==> src/rtl/vtg_pkg.sv <==
package vtg_pkg;
  localparam int ADDR_W = 4;
  localparam int N_TIM  = 8;

  localparam logic [ADDR_W-1:0] A_H_ACT = 4'd0;
  localparam logic [ADDR_W-1:0] A_V_ACT = 4'd4;
  localparam logic [ADDR_W-1:0] A_CTRL  = 4'd8;
  localparam logic [ADDR_W-1:0] A_DIV   = 4'd9;
  localparam logic [ADDR_W-1:0] A_STAT  = 4'd10;

  localparam int C_RUN  = 0;
  localparam int C_IRQ  = 1;
  localparam int C_FSEL = 2;
  localparam int C_SRST = 3;
  localparam int C_HINV = 4;
  localparam int C_VINV = 5;

  typedef enum logic [1:0] {SEG_ACT, SEG_FP, SEG_SYNC, SEG_BP} seg_e;
endpackage

==> src/rtl/vtg_pixdiv.sv <==
module vtg_pixdiv #(
  parameter int DIV_W = 8
) (
  input  logic             clk,
  input  logic             rst_n,
  input  logic             clr,
  input  logic [DIV_W-1:0] div_m1,
  output logic             ce
);
  logic [DIV_W-1:0] cnt;

  // >= keeps the counter bounded when the divisor shrinks mid-count
  assign ce = (cnt >= div_m1);

  always_ff @(posedge clk or negedge rst_n) begin
    if (!rst_n)      cnt <= '0;
    else if (clr)    cnt <= '0;
    else if (ce)     cnt <= '0;
    else             cnt <= cnt + 1'b1;
  end
endmodule

==> src/rtl/vtg_axis.sv <==
module vtg_axis import vtg_pkg::*; #(
  parameter int FIELD_W = 12,
  parameter int CNT_W   = FIELD_W + 2
) (
  input  logic               clk,
  input  logic               rst_n,
  input  logic               clr,
  input  logic               step,
  input  logic [FIELD_W-1:0] act_m1,
  input  logic [FIELD_W-1:0] fp_m1,
  input  logic [FIELD_W-1:0] sync_m1,
  input  logic [FIELD_W-1:0] bp_m1,
  output logic [CNT_W-1:0]   cnt,
  output seg_e               seg,
  output logic               at_last,
  output logic               at_fp_end
);
  logic [CNT_W-1:0] e_act, e_fp, e_sync, e_last;

  always_comb begin
    e_act  = CNT_W'(act_m1);
    e_fp   = e_act  + CNT_W'(fp_m1)   + CNT_W'(1);
    e_sync = e_fp   + CNT_W'(sync_m1) + CNT_W'(1);
    e_last = e_sync + CNT_W'(bp_m1)   + CNT_W'(1);
  end

  always_comb begin
    if (cnt <= e_act)       seg = SEG_ACT;
    else if (cnt <= e_fp)   seg = SEG_FP;
    else if (cnt <= e_sync) seg = SEG_SYNC;
    else                    seg = SEG_BP;
  end

  assign at_last   = (cnt >= e_last);
  assign at_fp_end = (cnt == e_fp);

  always_ff @(posedge clk or negedge rst_n) begin
    if (!rst_n)     cnt <= '0;
    else if (clr)   cnt <= '0;
    else if (step)  cnt <= at_last ? '0 : cnt + 1'b1;
  end
endmodule

==> src/rtl/vtg_regs.sv <==
module vtg_regs import vtg_pkg::*; #(
  parameter int FIELD_W = 12,
  parameter int DIV_W   = 8
) (
  input  logic                          clk,
  input  logic                          rst_n,
  input  logic                          wr_en,
  input  logic [ADDR_W-1:0]             wr_addr,
  input  logic [FIELD_W-1:0]            wr_data,
  input  logic                          load,
  output logic [N_TIM-1:0][FIELD_W-1:0] tim_w,
  output logic                          run_w,
  output logic                          hinv_w,
  output logic                          vinv_w,
  output logic                          irq_en,
  output logic                          frm_sel,
  output logic [DIV_W-1:0]              div_m1,
  output logic                          srst,
  output logic                          clr_wr
);
  logic [N_TIM-1:0][FIELD_W-1:0] tim_s;
  logic run_s, hinv_s, vinv_s;
  logic ctrl_wr;

  assign ctrl_wr = wr_en && (wr_addr == A_CTRL);
  assign srst    = ctrl_wr && wr_data[C_SRST];
  assign clr_wr  = wr_en && (wr_addr == A_STAT) && wr_data[0];

  for (genvar i = 0; i < N_TIM; i++) begin : g_stage
    always_ff @(posedge clk or negedge rst_n) begin
      if (!rst_n)
        tim_s[i] <= '0;
      else if (wr_en && (wr_addr == ADDR_W'(i)))
        tim_s[i] <= wr_data;
    end
  end

  always_ff @(posedge clk or negedge rst_n) begin
    if (!rst_n) begin
      run_s   <= 1'b0;
      hinv_s  <= 1'b0;
      vinv_s  <= 1'b0;
      irq_en  <= 1'b0;
      frm_sel <= 1'b0;
    end else if (ctrl_wr) begin
      run_s   <= wr_data[C_RUN];
      hinv_s  <= wr_data[C_HINV];
      vinv_s  <= wr_data[C_VINV];
      irq_en  <= wr_data[C_IRQ];
      frm_sel <= wr_data[C_FSEL];
    end
  end

  always_ff @(posedge clk or negedge rst_n) begin
    if (!rst_n)
      div_m1 <= '0;
    else if (wr_en && (wr_addr == A_DIV))
      div_m1 <= wr_data[DIV_W-1:0];
  end

  // working copy: follows staged while stopped, else only at the vsync point
  always_ff @(posedge clk or negedge rst_n) begin
    if (!rst_n) begin
      tim_w  <= '0;
      run_w  <= 1'b0;
      hinv_w <= 1'b0;
      vinv_w <= 1'b0;
    end else if (!run_w || load) begin
      tim_w  <= tim_s;
      run_w  <= run_s;
      hinv_w <= hinv_s;
      vinv_w <= vinv_s;
    end
  end
endmodule

==> src/rtl/vtg_top.sv <==
module vtg_top import vtg_pkg::*; #(
  parameter int FIELD_W = 12,
  parameter int DIV_W   = 8,
  localparam int CNT_W  = FIELD_W + 2
) (
  input  logic               clk,
  input  logic               rst_n,
  input  logic               cfg_we,
  input  logic [3:0]         cfg_addr,
  input  logic [FIELD_W-1:0] cfg_wdata,
  output logic               pix_ce,
  output logic [CNT_W-1:0]   pix_x,
  output logic [CNT_W-1:0]   pix_y,
  output logic               de,
  output logic               hsync,
  output logic               vsync,
  output logic               frame_pulse,
  output logic               irq_pend
);
  logic [N_TIM-1:0][FIELD_W-1:0] tim_w;
  logic run_w, hinv_w, vinv_w, irq_en, frm_sel, srst, clr_wr;
  logic [DIV_W-1:0] div_m1;
  seg_e hseg, vseg;
  logic h_last, h_fpe, v_last, v_fpe;
  logic frame_evt, cnt_clr, h_step, v_step, set_pend;

  vtg_regs #(.FIELD_W(FIELD_W), .DIV_W(DIV_W)) regs_i (
    .clk(clk), .rst_n(rst_n), .wr_en(cfg_we), .wr_addr(cfg_addr),
    .wr_data(cfg_wdata), .load(frame_evt), .tim_w(tim_w), .run_w(run_w),
    .hinv_w(hinv_w), .vinv_w(vinv_w), .irq_en(irq_en), .frm_sel(frm_sel),
    .div_m1(div_m1), .srst(srst), .clr_wr(clr_wr)
  );

  vtg_pixdiv #(.DIV_W(DIV_W)) div_i (
    .clk(clk), .rst_n(rst_n), .clr(srst), .div_m1(div_m1), .ce(pix_ce)
  );

  assign cnt_clr   = srst || !run_w;
  assign h_step    = run_w && pix_ce;
  assign v_step    = h_step && h_last;
  assign frame_evt = v_step && v_fpe;
  assign set_pend  = frame_evt && irq_en && frm_sel;

  vtg_axis #(.FIELD_W(FIELD_W), .CNT_W(CNT_W)) hax_i (
    .clk(clk), .rst_n(rst_n), .clr(cnt_clr), .step(h_step),
    .act_m1(tim_w[0]), .fp_m1(tim_w[1]), .sync_m1(tim_w[2]), .bp_m1(tim_w[3]),
    .cnt(pix_x), .seg(hseg), .at_last(h_last), .at_fp_end(h_fpe)
  );

  vtg_axis #(.FIELD_W(FIELD_W), .CNT_W(CNT_W)) vax_i (
    .clk(clk), .rst_n(rst_n), .clr(cnt_clr), .step(v_step),
    .act_m1(tim_w[4]), .fp_m1(tim_w[5]), .sync_m1(tim_w[6]), .bp_m1(tim_w[7]),
    .cnt(pix_y), .seg(vseg), .at_last(v_last), .at_fp_end(v_fpe)
  );

  assign de    = run_w && (hseg == SEG_ACT) && (vseg == SEG_ACT);
  assign hsync = run_w ? ((hseg == SEG_SYNC) ^ hinv_w) : hinv_w;
  assign vsync = run_w ? ((vseg == SEG_SYNC) ^ vinv_w) : vinv_w;

  always_ff @(posedge clk or negedge rst_n) begin
    if (!rst_n) begin
      frame_pulse <= 1'b0;
      irq_pend    <= 1'b0;
    end else if (srst) begin
      frame_pulse <= 1'b0;
      irq_pend    <= 1'b0;
    end else begin
      frame_pulse <= set_pend;
      if (set_pend)    irq_pend <= 1'b1;
      else if (clr_wr) irq_pend <= 1'b0;
    end
  end

  logic unused_last;
  assign unused_last = v_last;
endmodule

==> config.mk <==
export PLATFORM = sky130hd
export DESIGN_NAME = vtg_top
export DESIGN_NICKNAME = d
export VERILOG_FILES = /design/src/rtl/vtg_pkg.sv /design/src/rtl/vtg_pixdiv.sv /design/src/rtl/vtg_axis.sv /design/src/rtl/vtg_regs.sv /design/src/rtl/vtg_top.sv
export SDC_FILE = /design/constraint.sdc
export NUM_CORES = 1
export LEC_CHECK = 0
export ABC_AREA = 1
export ABC_CLOCK_PERIOD_IN_PS = 7300
export BUFFER_PORTS_ARGS = -buffer_cell sky130_fd_sc_hd__buf_4
export CAP_MARGIN = 20
export CORE_MARGIN = 3
export CORE_UTILIZATION = 44
export CTS_CLUSTER_DIAMETER = 200
export CTS_CLUSTER_SIZE = 25
export DETAILED_ROUTE_END_ITERATION = 16
export SYNTH_ARGS = -nofsm -noshare
export SYNTH_HDL_FRONTEND = slang
export SYNTH_HIERARCHICAL = 1
export SYNTH_SLANG_ARGS = --single-unit
export TNS_END_PERCENT = 1
==> constraint.sdc <==
create_clock -name clk -period 7.3 [get_ports clk]
set_input_delay 1.095 -clock clk [delete_from_list [all_inputs] [get_ports clk]]
set_output_delay 1.095 -clock clk [all_outputs]
set_load 0.03 [all_outputs]
# Word-level counts from Yosys, hierarchy flattened
# Cells that the tools add are included.
# W data, S select, Z words.
[totals]
output_inout_bits = 34
reg_bits = 246
input_bits = 19
[op_classes]
bitwise_logic = 2
reduce_logical = 29
add_sub_neg = 15
mux = 20
n_lt_le_gt_ge = 9
eq_ne = 13
[op_table]
columns = ["cell", "n"]
rows = [
  ["$add A14 B1 Y14 const B", 8],
  ["$mux W14", 6],
  ["$add A14 B12 Y14", 4],
  ["$le A14 B14 Y1", 4],
  ["$ge A14 B14 Y1", 2],
  ["$le A14 B12 Y1", 2],
  ["$add A12 B12 Y13", 2],
  ["$logic_and A1 B1 Y1", 20],
  ["$eq A4 B3 Y1 const B", 4],
  ["$mux W8", 2],
  ["$eq A14 B14 Y1", 1],
  ["$eq A4 B4 Y1 const B", 3],
  ["$add A8 B1 Y8 const B", 1],
  ["$eq A4 B2 Y1 const B", 2],
  ["$ge A8 B8 Y1", 1],
  ["$mux W1", 8],
  ["$mux W2", 4],
  ["$eq A2 B2 Y1 const B", 2],
  ["$eq A4 B1 Y1 const B", 1],
  ["$logic_not A2 Y1", 2],
  ["$logic_not A4 Y1", 1],
  ["$reduce_bool A2 Y1", 2],
  ["$reduce_bool A3 Y1", 1],
  ["$logic_or A1 B1 Y1", 2],
  ["other kinds (2)", 3],
]

# Depth between registers and ports, before layout
# Gate-level depths: netlist of the first run.
[depth]
ltp_word = 13
depth_mapped = 41

# By module
# The synthesis of the first run kept the hierarchy.
[modules_own_cells]
columns = ["mod", "cells_per_inst", "area_each_um2", "n_inst"]
rows = [
  ["vtg_regs", 948, 8445.6, 1],
  ["vtg_axis at hax_i", 581, 3877.5, 1],
  ["vtg_axis at vax_i", 576, 3846.2, 1],
  ["vtg_pixdiv", 83, 611.8, 1],
  ["vtg_top", 34, 210.2, 1],
]

# Worst setup path before layout of the first run
# Ideal clock, no wire load.
[synth_path]
kind = "register to register"
start = "register regs_i/tim_w[0] (netlist name)"
end = "register regs_i.run_w"
setup_slack_ns = 1.973
stages_incl_launch_ff = 38
setup_ns = 0.134
n_path_buf = 2
arrival_ns = 5.193
synth_period_minus_slack_ns = 5.327
required_ns = 7.166
path_cell_list = "dfrtp_1 > inv_1 > ha_1 > inv_1 > fa_1 > nand2_2 > a21oi_4 > inv_2 > o21bai_1 > xnor2_1 > inv_1 > ha_1 > a21oi_1 > o21ai_1 > xnor2_1 > inv_1 > ha_1 > nand2_1 > (+2 left out) > nand4_1 > nand2_1 > inv_1 > nand3_2 > nand3_1 > nand2_1 > ha_1 > nand2_1 > nor4_1 > o21ai_1 > nand3_1 > nand3_4 > nor2_4 > inv_1 > nand2_1 > buf_2 > clkbuf_1 > nand2_1"
[synth_via]
elab_chain_len = 10
[synth_lines]
columns = ["element", "line_no", "text"]
rows = [
  ["from (decl)", "vtg_regs.sv:11", "output logic [N_TIM-1:0][FIELD_W-1:0] tim_w,"],
  ["from (signal assigned)", "vtg_regs.sv:69", "tim_w <= tim_s;"],
  ["$add A12 B12 Y13", "vtg_axis.sv:22", "e_fp = e_act + CNT_W'(fp_m1) + CNT_W'(1);"],
  ["$add A14 B1 Y14", "vtg_axis.sv:22", ""],
  ["$add A14 B12 Y14", "vtg_axis.sv:23", "e_sync = e_fp + CNT_W'(sync_m1) + CNT_W'(1);"],
  ["$add A14 B1 Y14", "vtg_axis.sv:23", ""],
  ["$add A14 B12 Y14", "vtg_axis.sv:24", "e_last = e_sync + CNT_W'(bp_m1) + CNT_W'(1);"],
  ["$add A14 B1 Y14", "vtg_axis.sv:24", ""],
  ["$ge A14 B14 Y1", "vtg_axis.sv:34", "assign at_last = (cnt >= e_last);"],
  ["via h_last", "vtg_top.sv:24", "logic h_last, h_fpe, v_last, v_fpe;"],
  ["$logic_and A1 B1 Y1", "vtg_top.sv:40", "assign v_step = h_step && h_last;"],
  ["$logic_and A1 B1 Y1", "vtg_top.sv:41", "assign frame_evt = v_step && v_fpe;"],
  ["via frame_evt", "vtg_top.sv:25", "logic frame_evt, cnt_clr, h_step, v_step, set_pend;"],
  ["$logic_or A1 B1 Y1", "vtg_regs.sv:68", "end else if (!run_w || load) begin"],
  ["to (signal assigned)", "vtg_regs.sv:70", "run_w <= run_s;"],
  ["to (decl)", "vtg_regs.sv:12", "output logic run_w,"],
]
# The timed path passes the listed nets, and every way through them passes these cells.
# A chain may end at the register's enable or synchronous reset.

# Worst setup path in the final report of the first run
[layout_path]
start = "register regs_i/tim_w[0] (netlist name)"
end = "register regs_i/tim_w[72] (netlist name)"
[layout_via]
elab_chain_len = 10
[layout_lines]
columns = ["element", "line_no"]
rows = [
  ["$add A12 B12 Y13", "vtg_axis.sv:22"],
  ["$add A14 B1 Y14", "vtg_axis.sv:22"],
  ["$add A14 B12 Y14", "vtg_axis.sv:23"],
  ["$add A14 B1 Y14", "vtg_axis.sv:23"],
  ["$add A14 B12 Y14", "vtg_axis.sv:24"],
  ["$add A14 B1 Y14", "vtg_axis.sv:24"],
  ["$ge A14 B14 Y1", "vtg_axis.sv:34"],
  ["via h_last", "vtg_top.sv:24"],
  ["$logic_and A1 B1 Y1", "vtg_top.sv:40"],
  ["$logic_and A1 B1 Y1", "vtg_top.sv:41"],
  ["via frame_evt", "vtg_top.sv:25"],
  ["$logic_or A1 B1 Y1", "vtg_regs.sv:68"],
]
# The timed path passes the listed nets, and every way through them passes these cells.

==> results.md, run 1 <==
- The area used by multi-input combinational logic is 9510 sq um.
- The clock-pin slew reported for the worst setup and hold paths after clock tree synthesis is 0.12 ns.
- The cell count of the worst reg-to-reg path is 37.
- The placeable core region is 37800 sq um.
- Counting the buffers created by CTS gives 13.
- The max-slew violation count is 0.
- The fraction of registers with async set or reset after synthesis is 100%.
- The startpoint identified for the worst register-to-register timing path is regs_i/tim_w[0].
- The library cell appearing most often on the critical path is sky130_fd_sc_hd__inv_1.
- The netlist uses 42 different library cells.
- The routed layout has 14.5k vias.
- At the later pin of the worst-skew pair, clock insertion delay measures 0.50 ns.
- Setup repair after global routing left no endpoint under its margin.
- In the final timing run, aggregate negative setup slack is 0 ns.
- The critical path capture point is regs_i/tim_w[72].
- In this run the worst setup path begins at regs_i/tim_w[0].
- Counting flops with a built-in enable in the synthesized netlist gives 0.
- The library cell used most frequently in the layout, excluding fill and tap cells, is sky130_fd_sc_hd__nand2_1.
- The number of vias per cell after detailed routing is 5.30.
- The die is 203 um wide.
- The floorplan die height is 203 um.
- Counting along the longest clock path gives a buffer depth of 3.
- The largest individual stage delay along the critical path comes from the cell sky130_fd_sc_hd__dfrtp_1.
- The mapped netlist covers 17000 sq um.
- The Yosys step of the flow raised 6 warnings.
- The number of standard cells after synthesis is 2222.
- The capture instance of the worst register-to-register path is regs_i/tim_w[72].
- The violation count after the first detailed-route iteration is 1184.
- In the final layout, flip-flops and latches occupy 6160 sq um.
- The post-synthesis sequential element count is 246.
- The flow ran to the end, and the final reports show no timing, DRC or antenna violations.
- Of all nets on the critical path, the largest fanout is 75.
- The max-capacitance violation count is 0.
- The area growth from synthesis to layout is 6.69%.
- In this run the clock root is driven by a sky130_fd_sc_hd__clkbuf_16.
- The number of clock sinks is 246.
- The number of H-tree levels is 1.
- The relative slew slack is 35.3%.
- For this run, the leading register cell type out of synthesis is sky130_fd_sc_hd__dfrtp_1.
- The routed design has 47.8 mm of wire.
- The post-detailed-placement half-perimeter wirelength is 34.5 mm.
- The leftover overflow at the end of global routing is 0.
- In this run the number of cells on the critical path is 37.
- The clock period minus final worst setup slack is 6.57 ns.
- In the layout the commonest cells are sky130_fd_sc_hd__nand2_1 (671), sky130_fd_sc_hd__inv_1 (251), sky130_fd_sc_hd__dfrtp_1 (245).
- The congestion estimate from routability-driven global placement came to 0.919.
- The final number of setup-violating endpoints is 0.
- The worst setup path is of the reg -> reg kind.
- Among cell families on the critical path, the largest total delay comes from simple AND/OR/NAND/NOR gates.
- For this configuration, the core starts out at a cell density of 44.9%.
- The worst setup path is launched from a register.
- The type of the most critical hold path is reg -> reg.
- The number of search-and-repair iterations in the first detailed-routing pass is 5.
- The number of antenna diodes in the final layout is 0.
- The final number of hold-violating endpoints is 0.
- The hold slack is 0.466 ns.
- The count of fill cells added during filler insertion is 3786.
- Data on the critical path is required at its endpoint by 7.71 ns.
- For the pin with the worst max-slew slack, the measured transition is 0.971 ns.
- The number of hold buffers added after CTS was 0.
- The total routing resource utilization after global routing is 23.1%.
- TritonCTS built the clock tree.
- The number of ports placed on the die boundary is 53.
- The number of nets with antenna violations after detailed routing is 0.
- The number of global-route vias before repair is 13.4k.
- The count of buffers added on input and output ports is 52.
- The endpoint class of the critical path is a register.
- Entering global routing, the biggest net connects 169 pins.
- In this run the register-to-register setup slack is 0.73 ns.
- For this run, the register share of the synthesized area comes to 36.2%.
- The global-route wire length before repair is 75.9 mm.
- The mean instance size in the synthesized netlist is 7.65 sq um.
- The number of nets produced by synthesis is 2440.
- Dividing the final minimum period by the clock period gives 90.1%.
- Static timing analysis puts the maximum clock frequency at 0.152 GHz.
- In the final routed layout, each cell accounts on average for 17.5 um.
- The floorplan step defined a die boundary enclosing 41000 sq um.
- At the worst endpoint, the arrival time is 6.99 ns.
- The cell row count is 71.
- The buffering stage count on the worst path with inverters included is 8.
- In the final design database the tool counted 2437 nets.
- The number of antenna violations at the first check in global routing is 0.
- The remaining routing DRC violations is 0.
- The post-route netlist has 6.85% of its cells at a drive strength greater than 1.
- Between clock sinks in the finished design, the worst skew comes to 0.0233 ns.
- The largest single stage delay on the critical path is 0.41 ns.
==> metal layers <==
| layer | routed length [um] | track usage, % | part of all wire [%] | up-vias |
|---|---|---|---|---|
| met4 | 923 | 4.60 | 1.9 | 0 |
| met1 | 24300 | 36.0 | 51 | 6866 |
| met2 | 20400 | 34.7 | 43 | 333 |
| li1 | - | - | - | 7209 |
| met3 | 2210 | 2.53 | 4.6 | 50 |
| met5 | 0 | 0 | 0 | - |
==> Yosys cell counts, types with 36 or more instances <==
| master | number | share of area, % |
|---|---|---|
| sky130_fd_sc_hd__a21oi_1 | 128 | 3.8 |
| sky130_fd_sc_hd__buf_2 | 36 | 1.1 |
| sky130_fd_sc_hd__dfrtp_1 | 246 | 36 |
| sky130_fd_sc_hd__ha_1 | 193 | 14 |
| sky130_fd_sc_hd__inv_1 | 252 | 5.6 |
| sky130_fd_sc_hd__nand2_1 | 672 | 15 |
| sky130_fd_sc_hd__nand3_1 | 131 | 3.9 |
| sky130_fd_sc_hd__nand4_1 | 74 | 2.7 |
| sky130_fd_sc_hd__nor2_1 | 135 | 3.0 |
| sky130_fd_sc_hd__o21ai_0 | 45 | 1.3 |
| sky130_fd_sc_hd__o21bai_1 | 51 | 2.3 |
| sky130_fd_sc_hd__xor2_1 | 37 | 1.9 |
==> cells by family after synthesis <==
group | share of synthesized area (%)
compound gates | 9.84
xor+xnor | 3.61
fa+ha+maj | 14.9
buf+inv | 7.86
flops | 36.2
simple gates | 27.5
==> through the flow <==
step / setup slack (ns) / std cells / area (sq um) / utilization [%]
5_1_grt: 0.171 / 2730 / 18100 / 47.9
6_report: 0.725 / 2730 / 18100 / 47.9
3_5_place_dp: 0.647 / 2715 / 17800 / 46.9
3_3_place_gp: 0.898 / 2715 / 17800 / 46.9
2_1_floorplan: 1.97 / 2222 / 17000 / -
4_1_cts: 0.613 / 2730 / 18100 / 47.9
==> flip-flops by register name, indices dropped and copies added, names as in the netlist, 8 cells and up <==
signal and cells:
regs_i/tim_w 96, regs_i/div_m1 8, div_i/cnt 8, hax_i/cnt 14, regs_i/tim_s 96, vax_i/cnt 14
==> worst reg2reg max path, delay by kind of cell (launching register included) <==
family / cells / cell delay (ns)
simple gates: 16 / 2.41
fa+ha+maj: 5 / 1.57
buf+inv: 8 / 0.85
compound gates: 6 / 0.81
xor+xnor: 2 / 0.43
flops: 1 / 0.41
==> worst min-delay path by stage <==
| stage | slack (ns) | from | cells after the start | endpoint |
|---|---|---|---|---|
| final | 0.47 | regs_i/tim_s[91] | 2 | regs_i/tim_w[91] |
| after global placement | 0.45 | regs_i/tim_s[11] | 2 | regs_i/tim_w[11] |
| after detailed placement | 0.45 | regs_i/tim_s[37] | 2 | regs_i/tim_w[37] |
| after CTS | 0.47 | regs_i/tim_s[22] | 2 | regs_i/tim_w[22] |
| after global routing | 0.50 | regs_i/tim_s[12] | 2 | regs_i/tim_s[12] |
| after floorplan | 0.43 | regs_i/run_s | 2 | regs_i/run_w |
==> repair_timing <==
| action | 4_1_cts | 5_1_grt |
|---|---|---|
| gates resized for setup | 0 | 1 |
| endpoints found under the setup margin | 0 | 12 |
| setup buffers | 0 | 0 |
==> cell type report <==
class                   count  area share (%)
clock buffers              14            1.82
well taps                 511            3.53
flip-flops and latches    246            34.0
inverters                 260            5.38
repair buffers             60            2.66
clock inverters             1           0.166
multi-input cells        1638            52.5
Power of run 1 is left out: the tool's default activity adds up to more than one toggle a clock period on the data nets, which glitch-free logic cannot reach.
==> run 2, diff against run 1 <==
Settings changed: ABC_CLOCK_PERIOD_IN_PS 7300 to 7000, CORE_UTILIZATION 44 to 60, PLACE_DENSITY set to 0.77.
Clock period 7.3 ns to 7 ns, I/O delays scaled along.
==> run 2 against run 1 <==
Against the previous run: sequential cell count did not move; worst hold slack got worse by 0.010 ns; clock skew rose by 0.0057 ns; critical endpoint unchanged; critical path depth did not move; sequential share of layout area rose by 0.34 points; setup slack improved by 0.052 ns; die area fell by 26%.
==> results.md, run 2 (synthesized netlist as in run 1, its figures left out) <==
- The floorplan step defined a core boundary enclosing 27400 sq um.
- The number of H-tree levels is 1.
- The post-route netlist has 6.77% of its cells at a drive strength greater than 1.
- The insertion delay of the later-clocked pin in the worst-skew pair is 0.50 ns.
- The floorplan die height is 174 um.
- At the end of routability-driven placement, the weighted congestion stood at 0.942.
- In the final routed layout, each cell accounts on average for 16.7 um.
- After the last flow step, the layout net total stands at 2435.
- Setup violations remaining at the end of the flow were counted as 0.
- The largest registers in the layout are regs_i/tim_s: 96 flops, regs_i/tim_w: 96 flops.
- Across the whole layout, storage elements account for 6160 sq um.
- The leftover overflow at the end of global routing is 0.
- Setup repair after global routing left no endpoint under its margin.
- The die width is 174 um.
- The number of antenna violations at the first check in global routing is 0.
- Along the worst hold path, the cell count comes to 2.
- 0 antenna diodes ended up in the layout.
- The final critical path takes up 88.9% of the cycle.
- For this configuration, the core starts out at a cell density of 62.0%.
- Entering global routing, the biggest net connects 152 pins.
- The filler cells instantiated in the layout total 2370.
- The flow ran to the end, and the final reports show no timing, DRC or antenna violations.
- The pre-antenna-repair detailed-routing pass consisted of 5 iterations.
- The cell row count is 60.
- The arrival time of data at the critical path endpoint is 6.62 ns.
- The worst hold path belongs to the class reg -> reg.
- For the worst flop-to-flop path, the logic depth is 37.
- The final number of hold-violating endpoints is 0.
- In this run, CTS created clock tree buffers numbering 13.
- The number of nets with antenna violations after detailed routing is 0.
- Across the routed clock network, the largest skew measured is 0.0290 ns.
- On the critical path, the stage with the largest delay is an instance of sky130_fd_sc_hd__dfrtp_1.
- The required time reported for the critical path endpoint is 7.40 ns.
- The library cell used most frequently in the layout, excluding fill and tap cells, is sky130_fd_sc_hd__nand2_1.
- Counting I/O delays and the setup requirement, the final critical path takes 6.22 ns.
- Based on the critical path, the design can be clocked at up to 0.161 GHz.
- In this run the tightest slew margin relative to its limit is 36.3%.
- The count of port buffers added during placement is 52.
- TritonCTS built the clock tree.
- The endpoint class of the critical path is a register.
- Leaving out fill and tap cells, the most frequent cells in the layout are sky130_fd_sc_hd__nand2_1 (671), sky130_fd_sc_hd__inv_1 (251), sky130_fd_sc_hd__dfrtp_1 (245).
- The first global-routing pass estimated 70.7 mm of wire.
- The number of clock sinks is 246.
- The clock passes through at most 3 buffers.
- The total routing resource utilization after global routing is 28.5%.
- At the pin with the least slew margin, the transition time is 0.956 ns.
- Clock-pin slew was measured on the worst setup and hold paths at 0.12 ns.
- The area growth from synthesis to layout is 5.63%.
- The number of setup buffers added after CTS is 0.
- By instance count, the cell type seen most on the critical path is sky130_fd_sc_hd__inv_1.
- In this run the worst path has a maximum fanout of 74.
- For this run, design rule violations remaining after detail routing come to 0.
- 53 I/O pins were placed.
- Summing all multi-input logic gate instances after layout gives 9520 sq um.
- The number of vias per cell after detailed routing is 5.62.
- The clock root buffer is sky130_fd_sc_hd__clkbuf_16.
- The class of the most critical setup path is reg -> reg.
- The vias after detailed routing is 14.5k.
- Summed over all layers, the routed wires come to 43.2 mm.
- The number of global-route vias before repair is 13.7k.
- The violation count after the first detailed-route iteration is 1247.
- In the final timing run, aggregate negative setup slack is 0 ns.
- The element type at the critical path start is a register.
- The post-detailed-placement half-perimeter wirelength is 31.7 mm.
- Across the run, the number of max-cap violations was 0.
- The area enclosed by the die boundary is 30400 sq um.
- For this run, the slowest stage of the critical path takes 0.42 ns.
- The max-slew violation count is 0.
==> run 2: changes by cell type in the layout (fill, tap and decap cells not counted), sizes merged <==
cell / change
buf: -2
==> run 2: area by class of cell <==
| type | count | share of cell area (%) |
|---|---|---|
| Clock inverter | 1 | 0.167 |
| Timing Repair Buffer | 58 | 2.61 |
| Tap cell | 372 | 2.59 |
| Clock buffer | 14 | 1.83 |
| Inverter | 260 | 5.44 |
| Multi-Input combinational cell | 1638 | 53.1 |
| Sequential cell | 246 | 34.3 |
==> run 2: repair_timing <==
action	in CTS	in global routing
hold buffers	0	0
resized for setup	0	2
endpoints found under the setup margin	0	51
==> run 2: final timing paths <==
kind                                       start                to  slack [ns]
worst min-delay path            regs_i/tim_s[41]  regs_i/tim_w[41]        0.46
max in group asynchronous                  rst_n  regs_i/tim_w[66]        5.20
worst min register to register  regs_i/tim_s[41]  regs_i/tim_w[41]        0.46
min in group asynchronous                  rst_n      hax_i/cnt[7]        0.51
worst max register to register   regs_i/tim_w[0]  regs_i/tim_w[72]        0.78
worst max-delay path             regs_i/tim_w[0]  regs_i/tim_w[72]        0.78
==> run 2: routing by layer <==
layer | up-vias | GRT usage [%] | share of wire [%]
met5 | - | 0 | 0
met1 | 6875 | 43.5 | 48
met2 | 423 | 44.0 | 44
met3 | 56 | 3.23 | 6.6
li1 | 7191 | - | -
met4 | 0 | 6.13 | 1.9
==> run 2: worst max-delay path: cells and delay by family (launching register included) <==
kind	cells	cell delay (ns)
adder cells (fa/ha/maj)	5	1.53
flip-flops	1	0.42
AND/OR/NAND/NOR	16	2.14
AO/OA/AOI/OAI	6	0.77
buffers and inverters	8	0.81
XOR/XNOR	2	0.42
==> run 2: through the flow <==
step | util, % | cell area (sq um) | setup slack (ns) | hold WS [ns] | std cells
6_report | 65.5 | 17900 | 0.777 | 0.456 | 2589
5_1_grt | 65.5 | 17900 | 0.0430 | 0.487 | 2589
4_1_cts | 65.5 | 17900 | 0.588 | 0.456 | 2589
3_5_place_dp | 64.2 | 17600 | 0.617 | 0.453 | 2574
3_3_place_gp | 64.2 | 17600 | 0.798 | 0.448 | 2574
2_1_floorplan | - | 17000 | 1.67 | 0.435 | 2222
Power of run 2 is left out for the same reason.
==> run 3, diff against run 2 <==
Settings changed: BUFFER_PORTS_ARGS -buffer_cell sky130_fd_sc_hd__buf_4 to unset, DONT_BUFFER_PORTS set to 1, PLACE_DENSITY 0.77 to 0.76.
==> run 3 against run 2 <==
Against the previous run: core utilization down 1.5 points; largest cell class unchanged; via count down 0.80%; first-iteration DRC count down 7.5%; critical path type unchanged; fmax down 1.1%; clock skew down 0.0054 ns; worst hold slack worse by 0.22 ns; non-clock buffer count down 50.
==> results.md, run 3 (synthesized netlist as in run 1, its figures left out) <==
- For this block, the routed nets add up to 43.4 mm of wire.
- The element type at the critical path start is a register.
- The die width is 174 um.
- The number of ports placed on the die boundary is 53.
- The violation count after the first detailed-route iteration is 1153.
- The max-slew violation count came to 0.
- At the pin with the least slew margin, the transition time is 1.06 ns.
- The max-capacitance violation count is 0.
- The pin count of the biggest net entering global routing is 247.
- After the last flow step, the layout net total stands at 2385.
- From synthesis to final layout, the design area changed by 3.25%.
- The largest single stage delay on the critical path is 0.41 ns.
- The number of nets with antenna violations after detailed routing is 0.
- For this design, the CTS-stage hold fixing added 0 buffers.
- The clock root buffer is sky130_fd_sc_hd__clkbuf_16.
- Including well taps, the total number of placed cells is 2524.
- The class of the most critical setup path is reg -> reg.
- The clock net in this run drives a total of 246 sinks.
- TritonCTS built the clock tree.
- The final cell count without fillers is 2539.
- Port buffering added 0 buffers.
- For the worst setup path, the data arrival time is 6.70 ns.
- The clock-pin slew reported for the worst setup and hold paths after clock tree synthesis is 0.11 ns.
- The cell row count is 60.
- The relative slew slack is 28.8%.
- The average wire per cell in the routed design is 17.1 um.
- The buffering stage count on the worst path with inverters included is 8.
- The highest achievable clock rate is 0.159 GHz.
- For this run the aggregate overflow at the end of global routing stands at 0.
- The required time reported for the critical path endpoint is 7.40 ns.
- The share of the clock period used by the worst path is 89.9%.
- In the final layout, flip-flops and latches occupy 6160 sq um.
- The number of global-route vias before repair is 13.6k.
- The total area inside the core boundary comes to 27400 sq um.
- The library cell used most frequently in the layout, excluding fill and tap cells, is sky130_fd_sc_hd__nand2_1.
- The global-route wire length before repair is 70.8 mm.
- The number of H-tree levels is 1.
- The total negative slack is 0 ns.
- The library cell appearing most often on the critical path is sky130_fd_sc_hd__inv_1.
- The post-detailed-placement half-perimeter wirelength is 31.5 mm.
- The die covers 30400 sq um.
- The run finished with clean final reports.
- The routability congestion estimate is 0.956.
- The number of setup buffers added after CTS is 0.
- The later pin in the worst-skew pair is clocked with a latency of 0.49 ns.
- The number of vias per cell after detailed routing is 5.68.
- In the final layout, the registers with the most flip-flops are regs_i/tim_s: 96 flops, regs_i/tim_w: 96 flops.
- The clock passes through at most 3 buffers.
- The area used by multi-input combinational logic is 9510 sq um.
- STA classifies the critical path endpoint as a register.
- The final number of hold-violating endpoints is 0.
- The worst hold path belongs to the class in -> async.
- The kind of cell with the highest combined delay along the critical path is simple AND/OR/NAND/NOR gates.
- The total routing resource utilization after global routing is 28.5%.
- Setup repair after global routing left no endpoint under its margin.
- The placed instances occupy a cell area of 17200 sq um.
- The number of antenna violations at the first check in global routing came to 0.
- The total number of cells along the worst setup path is 37.
- The die is 174 um tall.
- The worst path in the final design needs a cycle of 6.30 ns, including I/O delays and setup.
- Detailed routing inserted a total of 14.4k vias.
- The peak fanout along the critical path is 75.
- After routing the design area is 17500 sq um.
- The count of fill cells added during filler insertion is 2421.
- After detailed routing, the number of remaining DRC violations is 0.
- The final number of setup-violating endpoints is 0.
- The number of inserted diodes is 0.
- The setup clock skew after layout is 0.0237 ns.
- Once the floorplan was initialized, standard cells occupied 62.0% of the core.
- The clock buffer count from CTS is 13.
- The number of search-and-repair iterations in the first detailed-routing pass is 5.
- The share of cells above drive strength 1 is 4.61%.
- The master of the slowest instance on the critical path is sky130_fd_sc_hd__dfrtp_1.
- Leaving out fill and tap cells, the most frequent cells in the layout are sky130_fd_sc_hd__nand2_1 (671), sky130_fd_sc_hd__inv_1 (251), sky130_fd_sc_hd__dfrtp_1 (245).
- The cell count of the worst reg-to-reg path is 37.
-- run 3: changes by cell type in the layout (fill, tap and decap cells not counted), sizes merged --
| cell | before | now |
|---|---|---|
| buf | 58 | 8 |
-- run 3: metrics by stage --
stage	util, %	setup WS (ns)	hold WS, ns
after global placement	62.7	0.789	0.441
after global routing	64.0	0.00253	0.217
after detailed placement	62.7	0.639	0.454
final	64.0	0.705	0.239
after CTS	64.0	0.596	0.225
after floorplan	-	1.67	0.435
-- run 3: per-layer routing --
layer / track usage [%] / vias to the layer above / routed length, um / part of all wire, %
li1: - / 7105 / - / -
met4: 6.77 / 0 / 992 / 2.3
met5: 0 / - / 0 / 0
met1: 43.0 / 6826 / 20400 / 47
met3: 3.65 / 60 / 3240 / 7.5
met2: 43.7 / 438 / 18800 / 43
-- run 3: repair_timing --
item,4_1_cts,5_1_grt
endpoints found under the setup margin,0,12
hold endpoints to repair,0,0
resized for setup,0,1
-- run 3: worst reg2reg max path, delay by kind of cell (launching register included) --
| kind | cells | cell delay [ns] |
|---|---|---|
| simple gates | 16 | 2.24 |
| fa+ha+maj | 5 | 1.52 |
| buf+inv | 8 | 0.85 |
| compound gates | 6 | 0.78 |
| xor+xnor | 2 | 0.42 |
| flops | 1 | 0.41 |
-- run 3: worst paths after layout --
path / from / end / slack, ns
worst max-delay path: regs_i/tim_w[12] / regs_i/tim_w[74] / 0.70
worst min-delay path: rst_n / hax_i/cnt[10] / 0.24
worst max register to register: regs_i/tim_w[12] / regs_i/tim_w[74] / 0.70
worst min register to register: regs_i/tim_s[92] / regs_i/tim_w[92] / 0.47
max in group asynchronous: rst_n / regs_i/tim_s[82] / 6.26
min in group clk: regs_i/tim_s[92] / regs_i/tim_w[92] / 0.47
-- run 3: area by class of cell --
| class | count | area share (%) |
|---|---|---|
| tap | 372 | 2.65 |
| inverter | 260 | 5.56 |
| sequential | 246 | 35.1 |
| timing repair buffer | 8 | 0.414 |
| clock buffer | 14 | 1.88 |
| clock inverter | 1 | 0.171 |
| multi-input combinational | 1638 | 54.2 |
Power of run 3 is left out for the same reason.
